[config.mk]
export PLATFORM = sky130hd
export DESIGN_NAME = dual_wr_regfile
export DESIGN_NICKNAME = d
export VERILOG_FILES = /design/src/rtl/regf_pkg.sv /design/src/rtl/regf_id_decode.sv /design/src/rtl/regf_read_mux.sv /design/src/rtl/regf_bank.sv /design/src/rtl/dual_wr_regfile.sv
export SDC_FILE = /design/constraint.sdc
export NUM_CORES = 1
export LEC_CHECK = 0
export CAP_MARGIN = 40
export CELL_PAD_IN_SITES_DETAIL_PLACEMENT = 1
export CELL_PAD_IN_SITES_GLOBAL_PLACEMENT = 2
export CORE_UTILIZATION = 41
export CTS_BUF_LIST = sky130_fd_sc_hd__clkbuf_16
export DETAILED_ROUTE_END_ITERATION = 16
export DONT_BUFFER_PORTS = 1
export PLACE_DENSITY = 0.87
export SLEW_MARGIN = 20
export SYNTH_ARGS = -nofsm -noshare
export SYNTH_HDL_FRONTEND = slang
export SYNTH_SLANG_ARGS = --single-unit
[constraint.sdc]
create_clock -name clk -period 3.8 [get_ports clk]
set_input_delay 1.14 -clock clk [delete_from_list [all_inputs] [get_ports clk]]
set_output_delay 1.14 -clock clk [all_outputs]
set_load 0.03 [all_outputs]
[src/rtl/regf_pkg.sv]
package regf_pkg;
  localparam int unsigned DEF_DATA_W = 32;
  localparam int unsigned DEF_ID_W   = 4;
  localparam int unsigned DEF_NREGS  = 8;

  // An ID is live when it names a real register; everything at or above
  // the register count is treated as "no register".
  function automatic logic id_is_live(input int unsigned id, input int unsigned nregs);
    return id < nregs;
  endfunction

  // Slot k matches when the ID is live and equals k.
  function automatic logic id_hits_slot(input int unsigned id, input int unsigned slot,
                                        input int unsigned nregs);
    return id_is_live(id, nregs) && (id == slot);
  endfunction
endpackage

[src/rtl/regf_id_decode.sv]
module regf_id_decode #(
  parameter int unsigned ID_W  = regf_pkg::DEF_ID_W,
  parameter int unsigned NREGS = regf_pkg::DEF_NREGS
) (
  input  logic [ID_W-1:0]  id,
  output logic             live,
  output logic [NREGS-1:0] onehot
);
  assign live = regf_pkg::id_is_live(int'(id), NREGS);

  for (genvar k = 0; k < NREGS; k++) begin : g_slot
    assign onehot[k] = regf_pkg::id_hits_slot(int'(id), k, NREGS);
  end
endmodule

[src/rtl/regf_read_mux.sv]
module regf_read_mux #(
  parameter int unsigned DATA_W = regf_pkg::DEF_DATA_W,
  parameter int unsigned ID_W   = regf_pkg::DEF_ID_W,
  parameter int unsigned NREGS  = regf_pkg::DEF_NREGS
) (
  input  logic [NREGS*DATA_W-1:0] bank_q,
  input  logic [ID_W-1:0]         id,
  output logic [DATA_W-1:0]       data
);
  logic             live;
  logic [NREGS-1:0] sel;

  regf_id_decode #(.ID_W(ID_W), .NREGS(NREGS)) u_dec (
    .id(id), .live(live), .onehot(sel)
  );

  // AND-OR selection: an idle ID selects nothing, so the result is zero.
  logic [DATA_W-1:0] term [NREGS];
  for (genvar k = 0; k < NREGS; k++) begin : g_term
    assign term[k] = bank_q[k*DATA_W +: DATA_W] & {DATA_W{sel[k]}};
  end

  always_comb begin
    data = '0;
    for (int k = 0; k < NREGS; k++) data = data | term[k];
  end

  logic unused_live;
  assign unused_live = live;
endmodule

[src/rtl/regf_bank.sv]
module regf_bank #(
  parameter int unsigned DATA_W = regf_pkg::DEF_DATA_W,
  parameter int unsigned NREGS  = regf_pkg::DEF_NREGS
) (
  input  logic                    clk,
  input  logic                    rst,
  input  logic [NREGS-1:0]        calc_sel,
  input  logic [DATA_W-1:0]       calc_data,
  input  logic [NREGS-1:0]        load_sel,
  input  logic [DATA_W-1:0]       load_data,
  output logic [NREGS*DATA_W-1:0] bank_q
);
  for (genvar k = 0; k < NREGS; k++) begin : g_reg
    logic [DATA_W-1:0] q;
    always_ff @(posedge clk) begin
      if (rst)              q <= '0;
      else if (load_sel[k]) q <= load_data;
      else if (calc_sel[k]) q <= calc_data;
    end
    assign bank_q[k*DATA_W +: DATA_W] = q;
  end
endmodule

[src/rtl/dual_wr_regfile.sv]
module dual_wr_regfile #(
  parameter int unsigned DATA_W = regf_pkg::DEF_DATA_W,
  parameter int unsigned ID_W   = regf_pkg::DEF_ID_W,
  parameter int unsigned NREGS  = regf_pkg::DEF_NREGS
) (
  input  logic              clk,
  input  logic              rst,
  input  logic [ID_W-1:0]   rd0_id,
  output logic [DATA_W-1:0] rd0_data,
  input  logic [ID_W-1:0]   rd1_id,
  output logic [DATA_W-1:0] rd1_data,
  input  logic [ID_W-1:0]   wr_calc_id,
  input  logic [DATA_W-1:0] wr_calc_data,
  input  logic [ID_W-1:0]   wr_load_id,
  input  logic [DATA_W-1:0] wr_load_data
);
  localparam int unsigned BANK_W = NREGS * DATA_W;

  logic             calc_en, load_en, wr_clash;
  logic [NREGS-1:0] calc_sel, load_sel;
  logic [BANK_W-1:0] bank_q;

  regf_id_decode #(.ID_W(ID_W), .NREGS(NREGS)) u_calc_dec (
    .id(wr_calc_id), .live(calc_en), .onehot(calc_sel)
  );
  regf_id_decode #(.ID_W(ID_W), .NREGS(NREGS)) u_load_dec (
    .id(wr_load_id), .live(load_en), .onehot(load_sel)
  );

  // Both write ports hit the same register this cycle.
  assign wr_clash = |(calc_sel & load_sel);

  regf_bank #(.DATA_W(DATA_W), .NREGS(NREGS)) u_bank (
    .clk(clk), .rst(rst),
    .calc_sel(calc_sel), .calc_data(wr_calc_data),
    .load_sel(load_sel), .load_data(wr_load_data),
    .bank_q(bank_q)
  );

  regf_read_mux #(.DATA_W(DATA_W), .ID_W(ID_W), .NREGS(NREGS)) u_rd0 (
    .bank_q(bank_q), .id(rd0_id), .data(rd0_data)
  );
  regf_read_mux #(.DATA_W(DATA_W), .ID_W(ID_W), .NREGS(NREGS)) u_rd1 (
    .bank_q(bank_q), .id(rd1_id), .data(rd1_data)
  );
endmodule

Word-level counts from Yosys, hierarchy flattened
Cells that the tools add are included.
{"block": "totals", "regBits": 256, "inputBits": 82, "out_inout_bits": 64, "word_cells": 130}
{"block": "op_classes", "order_cmp": 4, "eq_ne": 28, "mux": 16, "bitwise": 30, "n_reduce_logical": 44}
{"operator": "AND 32 bit", "n": 16}
{"operator": "two-way mux 32 bit", "n": 16}
{"operator": "OR 32 bit", "n": 14}
{"operator": "equality test 4 x 3 -> 1 bit, second input constant", "n": 16}
{"operator": "equality test 4 x 2 -> 1 bit, second input constant", "n": 8}
{"operator": "logical AND 1 bit", "n": 32}
{"operator": "equality test 4 x 1 -> 1 bit, second input constant", "n": 4}
{"operator": "logical NOT 4 bit", "n": 4}
{"operator": "< comparator 4 bit, second input constant", "n": 4}
{"operator": "nonzero test 2 bit", "n": 8}

Depth between registers and ports, before layout
Gate-level depths: netlist of the first run.
{"block": "logic_depth", "word_depth": 10, "mapped_depth": 7, "ltp_nobuf": 4}

Modules after synthesis
Synthesis of the first run repeated with hierarchy kept, for this count alone.
{"block": "unflattened", "cells_unflattened": 1580, "hier_area_um2": 15457.3}
{"module": "regf_bank", "instances": 1, "cells_per_inst": 1172, "area_per_inst_um2": 12469.5, "seq_area_each_um2": 5124.9}
{"module": "regf_read_mux", "instances": 2, "cells_per_inst": 184, "area_per_inst_um2": 1318.8, "seq_area_each_um2": 0.0}
{"module": "regf_id_decode", "instances": 4, "cells_per_inst": 10, "area_per_inst_um2": 87.6, "seq_area_each_um2": 0.0}

Worst setup path before layout of the first run
OpenSTA, ideal clock, no wires.
{"block": "synth_path", "path_type": "input to output", "from": "input rd1_id[1]", "to": "output rd1_data[28]", "t_arrival_ps": 2740, "required_time_ps": 2660, "slack_ps": -80, "path_stages": 6, "n_path_buf": 2, "cell_sequence": "buf_2 -> buf_6 -> nor3b_1 -> a32o_1 -> a221oi_1 -> o21ai_0"}
{"block": "synth_via", "elab_chain_len": 10, "elab_cells_between_ends": 32, "classes_between": "order compare: 1; eq/ne: 7; bitwise: 15; reduce/logical: 9"}
{"item": "start: declaration", "line": "dual_wr_regfile.sv:10", "rtl": "input logic [ID_W-1:0] rd1_id,"}
{"item": "< comparator 4 bit (tied with other cells)", "line": "regf_pkg.sv:9", "rtl": "return id < nregs;"}
{"item": "logical AND 1 bit", "line": "regf_pkg.sv:15", "rtl": "return id_is_live(id, nregs) && (id == slot);"}
{"item": "AND 32 bit", "line": "regf_read_mux.sv:20", "rtl": "assign term[k] = bank_q[k*DATA_W +: DATA_W] & {DATA_W{sel[k]}};"}
{"item": "OR 32 bit (6 in series)", "line": "regf_read_mux.sv:25", "rtl": "for (int k = 0; k < NREGS; k++) data = data | term[k];"}
{"item": "OR 32 bit (*)", "line": "regf_read_mux.sv:25"}
{"item": "end: declaration", "line": "dual_wr_regfile.sv:11", "rtl": "output logic [DATA_W-1:0] rd1_data,"}
Every way passes the cells marked *; elsewhere a longest branch is shown, timed or not.

Worst setup path after layout of the first run
{"block": "layout_path", "from": "input rd1_id[1]", "to": "output rd1_data[6]"}
Same word-level chain as after synthesis.

==> metrics.md, run 1 <==
| Metric | Value |
|---|---|
| Outcome | `complete, no violations` |
| Synth cell types | `57` |
| Nets | `around 1700` |
| Die height | `199.8 um` |
| First-pass GRT wire length | `95250 um` |
| Antenna violations before repair | `1` |
| Worst-path fanout max | `between 50 and 60` |
| Final hold violation count | `0` |
| Clock power frac | `between 40 and 50%` |
| Residual DRC count | `0` |
| FF-to-FF End | `u_bank.g_reg[5].q[8]$_SDFFE_PP0P_` |
| VDD IR max | `between 0.3 and 0.4 mV` |
| Sw Pwr | `0.001781 W` |
| Slew @ Worst Pin | `about 850 ps` |
| Ranking of synthesized cells by area | `dfxtp_1, mux2i_1, a211oi_1, nor2_1, mux4_2` |
| Routed vias | `between 10000 and 15000` |
| Clock buffer depth | `3` |
| Final hold slack | `564.5 ps` |
| Top_reg_cell synth | `dfxtp_1` |
| Vias per cell | `roughly 6.6` |
| Comb power frac | `a little over an eighth` |
| CTS root buffer | `clkbuf_16` |
| Number of global-route vias before repair | `roughly 15000` |
| Syn. warnings | `0` |
| DP HPWL | `about 37000 um` |
| Sink Count | `256` |
| Slowest CP cell | `or3b_2` |
| Reg2reg path depth | `2` |
| Post-synth EDFFs | `0` |
| Starting Density | `between 40 and 50%` |
| F_max | `between 200 and 300 MHz` |
| Port Buffer Count | `0` |
| Core ar. | `approximately 39000 um^2` |
| Register bank with the most flops | `u_bank.g.q` |
| Overall die width | `between 150 and 200 um` |
| Initial DRC Count | `about 1300` |
| Max-cap viol count | `0` |
| Mapped Cells | `between 1500 and 2000` |
| Hold Startpoint | `u_bank.g_reg[3].q[17]$_SDFFE_PP0P_` |
| Total GRT Usage | `a little under a third` |
| First-pass DRT Iterations | `6` |
| Post-CTS Resized | `0` |
| PnR worst setup slack | `~88 ps` |
| Final worst path period share | `a little under 100%` |
| Synthesis-stage register bit count | `around 260` |
| CTS Hold Bufs | `0` |
| Critical Path Max Stage Delay | `between 600 and 700 ps` |
| Routed Antenna Nets | `0` |
| Max-slew headroom | `43.42%` |
| Placement Rows | `between 70 and 80` |
| Max reg flops | `roughly 260` |
| Synth-to-Final Area Change | `9.393%` |
| Crit. End Element | `primary output` |
| Area of the die | `39910 um^2` |
| Leakage power | `roughly 6 nW` |
| Ys async rst share | `0%` |
| Setup Skew | `0 ps` |
| Grt total ovfl | `0` |
| Flop pwr share | `about 46%` |
| Synthesized cell area | `16040 um^2` |
| Pre-CTS setup slack | `171.2 ps` |
| Hold WC Path Type | `reg -> reg` |
| Synth top area share | `a little under a third` |
| Startpoint types | `input port` |
| IO Count | `around 150` |
| Mapped Nets | `between 1500 and 2000` |
| Critical path required time | `between 2000 and 3000 ps` |
| Internal Power | `between 0.004 and 0.005 W` |
| Sw Ratio | `between 20% and 30%` |
| Placer Congestion | `~0.84` |
| Kind of critical path | `in -> out` |
| Final wirelength | `between 60000 and 70000 um` |
| WP data arrival | `between 2000 and 3000 ps` |
| Avg Cell Area, Syn | `roughly 9.2 um^2` |
| Clk_lat worst skew | `about 590 ps` |
| Top flop regs | `u_bank.g.q x256` |
| H-tree depth | `1` |
| Final Critical Period | `between 3000 and 4000 ps` |
| Hold path depth | `2` |
| Register area share after synthesis | `31.96%` |
| Worst hold endpoint | `u_bank.g_reg[3].q[17]$_SDFFE_PP0P_` |
| Cell Chain, Critical Path | `or3b_2 -> o32ai_1 -> a21oi_1 -> o21ai_0 -> buf_4` |
| TritonCTS buffer count | `30` |
| Antenna Cells | `0` |
| Pins Over Slew Limit | `0` |
| Post-route setup TNS | `0 ps` |
| Avg WL per Cell | `29.24 um` |
| Reg2reg setup slack | `approximately 2900 ps` |
| Setup violations, final | `0` |
| Setup bufs post-CTS | `0` |
| FF-to-FF Start | `u_bank.g_reg[5].q[8]$_SDFFE_PP0P_` |
| Proportion of layout cells with a drive suffix above 1 | `around 15%` |
| RSZ-0062 raised after global routing | `no` |
| Largest net degree at the start of global routing | `approximately 260` |
| Area leader, netlist | `dfxtp_1` |
| PD cells | `365.7 nW/um^2` |
| CTS tree | `built` |
| Clock-pin slew on the worst setup and hold paths | `around 60 ps` |
==> worst max-delay path by stage <==
stage | startpoint | slack [ps] | depth (start not counted) | end
2_1_floorplan | rd0_id[2] | 5 | 7 | rd0_data[31]
3_3_place_gp | rd1_id[2] | 120 | 5 | rd1_data[8]
3_5_place_dp | rd1_id[1] | 170 | 5 | rd1_data[6]
4_1_cts | rd1_id[1] | 170 | 5 | rd1_data[6]
5_1_grt | rd1_id[1] | 100 | 5 | rd1_data[6]
6_report | rd1_id[1] | 90 | 5 | rd1_data[6]
==> metrics by stage <==
step	area (um^2)	cells	utilization (%)	power [W]
floorplan	16040	1742	-	0.003734
global placement	16560	2141	42.84	0.003787
detailed placement	16580	2142	42.89	0.003818
CTS	17430	2196	45.11	0.006417
global route	17540	2200	45.40	0.006591
finish	17540	2200	45.40	0.006415
==> area by class of cell <==
cell class / instances / area (um^2)
well taps: 518 / 648.1
clock inverters: 24 / 106.4
repair buffers: 114 / 1174
inverters: 1 / 3.754
clock buffers: 30 / 750.7
fillers: 4350 / 21100
multi-input cells: 1257 / 9737
flip-flops and latches: 256 / 5125
==> cell families after synthesis <==
| family | Yosys count | synth area share, % |
|---|---|---|
| AND/OR/NAND/NOR | 413 | 11.26 |
| AO/OA/AOI/OAI | 439 | 20.58 |
| multiplexers | 405 | 28.57 |
| flip-flops | 256 | 31.96 |
| buffers and inverters | 229 | 7.638 |
==> layer usage <==
| layer | vias up | share of wire, % | GRT usage, % |
|---|---|---|---|
| met5 | - | 0.016 | 0 |
| met4 | 2 | 4.1 | 12.61 |
| met3 | 174 | 7.9 | 5.292 |
| met2 | 625 | 46 | 51.61 |
| met1 | 7464 | 42 | 41.87 |
| li1 | 6345 | - | - |
==> critical path, delay by kind of cell <==
family	cells	cell delay (ps)
buf+inv	1	250
simple gates	1	690
compound gates	3	440
==> synthesized netlist by cell type (8+ instances only) <==
library cell    n
mux2i_1       334
nor2_1        312
dfxtp_1       256
a211oi_1      254
clkbuf_1       99
buf_4          41
mux4_2         39
a21oi_1        36
buf_2          36
a22oi_1        33
mux2_2         32
clkbuf_2       28
nand2_1        28
a221oi_1       24
nor2b_1        19
buf_6          13
a32oi_1        11
nand2b_1        9
buf_1           8
==> power groups by stage <==
stage,logic [W],clock network (W),registers [W]
after floorplan,0.000786,0,0.00295
after global placement,0.000801,0,0.00299
after detailed placement,0.000825,0,0.00299
after CTS,0.000831,0.00265,0.00294
after global routing,0.000889,0.00275,0.00296
final,0.000844,0.00263,0.00294
==> placed cells by master (no fill, tap or decap), types with 7 or more instances in the layout <==
cell       netlist  routed
mux2i_1        334     334
nor2_1         312     312
dfxtp_1        256     256
a211oi_1       254     254
buf_4           41      91
mux4_2          39      39
a21oi_1         36      36
a22oi_1         33      33
mux2_2          32      32
clkbuf_16        0      30
a221oi_1        24      24
nand2_1         28      22
buf_12           0      19
nor2b_1         19      18
clkinv_1         0      12
a32oi_1         11      11
nand2b_1         9       9
inv_1            1       9
a22o_1           7       7
a31oi_1          7       7
o211ai_1         7       7
Note: power is estimated with default switching activity, not from simulation.
==> inputs of run 2 (changes only) <==
CTS_BUF_LIST = sky130_fd_sc_hd__clkbuf_8 sky130_fd_sc_hd__clkbuf_16   (was sky130_fd_sc_hd__clkbuf_16)
==> run 2 against run 1 <==
  * Critical path depth did not move
  * Clock power increased by 9.9%
  * Worst setup slack got worse by 40 ps
  * Flip-flop and latch count is the same
  * Utilization up 0.31 points
  * Critical path type unchanged
  * Critical endpoint unchanged
  * Largest cell class unchanged
  * Largest power group unchanged
==> metrics.md, run 2 (synthesis gave the netlist of run 1 again) <==
| Metric | Value |
|---|---|
| Internal Power | `around 0.005 W` |
| Port Buffer Count | `0` |
| Vias per cell | `approximately 6.6` |
| Routed vias | `14560` |
| Clock power frac | `a little over two fifths` |
| Register bank with the most flops | `u_bank.g.q` |
| Total GRT Usage | `a little under a third` |
| Tot Pwr | `~0.0067 W` |
| Largest net degree at the start of global routing | `between 200 and 300` |
| Setup violations, final | `0` |
| Clk_lat worst skew | `roughly 590 ps` |
| Post-route setup TNS | `0 ps` |
| Setup bufs post-CTS | `0` |
| Overall die width | `199.8 um` |
| CTS Hold Bufs | `0` |
| RSZ-0062 raised after global routing | `no` |
| Proportion of layout cells with a drive suffix above 1 | `between 10% and 20%` |
| Top flop regs | `u_bank.g.q x256` |
| WP data arrival | `2610 ps` |
| Clock-pin slew on the worst setup and hold paths | `roughly 60 ps` |
| Max-cap viol count | `0` |
| Comb power frac | `~13%` |
| Final wirelength | `64320 um` |
| Post-CTS Resized | `0` |
| Setup Skew | `0 ps` |
| Routed Antenna Nets | `0` |
| Grt total ovfl | `0` |
| Nets | `1742` |
| Startpoint types | `input port` |
| Commonest non-fill, non-tap cells in the layout | `mux2i_1, nor2_1, dfxtp_1` |
| Max-slew headroom | `about two fifths` |
| Worst Setup EP | `rd1_data[6]` |
| Number of global-route vias before repair | `around 15000` |
| Residual DRC count | `0` |
| CTS tree | `built` |
| Kind of critical path | `in -> out` |
| Pins Over Slew Limit | `0` |
| Crit. End Element | `primary output` |
| Final hold violation count | `0` |
| Sw Pwr | `between 0.0015 and 0.002 W` |
| Placer Congestion | `~0.84` |
| First-pass DRT Iterations | `8` |
| Reg2reg setup slack | `between 2000 and 3000 ps` |
| Placement Rows | `72` |
| Flop pwr share | `~44%` |
| Sink Count | `between 200 and 300` |
| CTS root buffer | `clkbuf_16` |
| Final Critical Period | `3751 ps` |
| Critical path required time | `between 2000 and 3000 ps` |
| Initial DRC Count | `1270` |
| TritonCTS buffer count | `30` |
| Max reg flops | `256` |
| H-tree depth | `1` |
| Hold WC Path Type | `reg -> reg` |
| Critical path startpoint | `rd1_id[1]` |
| Fillers | `between 4000 and 5000` |
| Final worst path period share | `98.72%` |
| Core ar. | `just under 40000 um^2` |
| Most common cell after layout, fill and taps aside | `mux2i_1` |
| Leakage power | `6.181 nW` |
| Sw Ratio | `between 20% and 30%` |
| Synth-to-Final Area Change | `10.14%` |
| Avg WL per Cell | `29.24 um` |
| First-pass GRT wire length | `roughly 95000 um` |
| FF-to-FF Start | `u_bank.g_reg[5].q[8]$_SDFFE_PP0P_` |
| Antenna Cells | `0` |
| VDD IR max | `~0.37 mV` |
| DP HPWL | `between 30000 and 40000 um` |
| Antenna violations before repair | `0` |
| Slew @ Worst Pin | `about 890 ps` |
| Die height | `~200 um` |
| Worst-path fanout max | `55` |
| Clock buffer depth | `3` |
| Outcome | `complete, no violations` |
| IO Count | `~150` |
| Area of the die | `between 30000 and 40000 um^2` |
| Starting Density | `between 40% and 50%` |
| FF-to-FF End | `u_bank.g_reg[5].q[8]$_SDFFE_PP0P_` |
| PD cells | `377.8 nW/um^2` |
| F_max | `around 270 MHz` |
| Reg2reg path depth | `2` |
[run 2: changes by cell type in the layout (fill, tap and decap cells not counted)]
cell,previous run,this run
clkbuf_8,0,12
clkinv_1,12,0
[run 2: worst min path at each step]
| stage | startpoint | end | slack, ps | depth (start not counted) |
|---|---|---|---|---|
| CTS | u_bank.g_reg[1].q[14]$_SDFFE_PP0P_ | u_bank.g_reg[1].q[14]$_SDFFE_PP0P_ | 570 | 2 |
| detailed placement | u_bank.g_reg[3].q[18]$_SDFFE_PP0P_ | u_bank.g_reg[3].q[18]$_SDFFE_PP0P_ | 560 | 2 |
| global route | u_bank.g_reg[5].q[19]$_SDFFE_PP0P_ | u_bank.g_reg[5].q[19]$_SDFFE_PP0P_ | 590 | 2 |
| global placement | u_bank.g_reg[2].q[21]$_SDFFE_PP0P_ | u_bank.g_reg[2].q[21]$_SDFFE_PP0P_ | 540 | 2 |
| floorplan | u_bank.g_reg[1].q[14]$_SDFFE_PP0P_ | u_bank.g_reg[1].q[14]$_SDFFE_PP0P_ | 530 | 2 |
| finish | u_bank.g_reg[3].q[17]$_SDFFE_PP0P_ | u_bank.g_reg[3].q[17]$_SDFFE_PP0P_ | 560 | 2 |
[run 2: cell type report]
class                      count  area (um^2)  share of cell area (%)
clock buffer                  42        915.9                   5.185
multi-input combinational   1257         9737                   55.12
tap                          518        648.1                   3.669
inverter                       1        3.754                 0.02125
timing repair buffer         114         1174                   6.644
sequential                   256         5125                   29.01
clock inverter                12        61.31                  0.3471
[run 2: power by group through the flow]
stage	Sequential (W)	Clock [W]	Combinational [W]
floorplan	0.00295	0	0.000786
global placement	0.00299	0	0.000801
detailed placement	0.00299	0	0.000825
CTS	0.00294	0.00290	0.000831
global route	0.00296	0.00300	0.000889
finish	0.00294	0.00289	0.000844
[run 2: critical path: stages]
cell     delay (ps)
or3b_2          710
o32ai_1         190
a21oi_1          70
o21ai_0         190
buf_4           240
[run 2: metrics by stage]
stage / setup WS, ps / util [%] / hold WS, ps / cell area, um^2 / std cells
final: 48.79 / 45.71 / 564.1 / 17660 / 2200
after global routing: 83.68 / 45.71 / 590.5 / 17660 / 2200
after CTS: 167.0 / 45.42 / 571.5 / 17550 / 2196
after detailed placement: 171.2 / 42.89 / 555.7 / 16580 / 2142
after global placement: 121.5 / 42.84 / 543.5 / 16560 / 2141
after floorplan: 5.201 / - / 530.0 / 16040 / 1742
[run 2: layer usage]
metal  GRT usage, %  wire (um)
met3          5.158       4898
met5              0          0
met2          51.71      29820
met4          12.72       2634
met1          41.75      26980
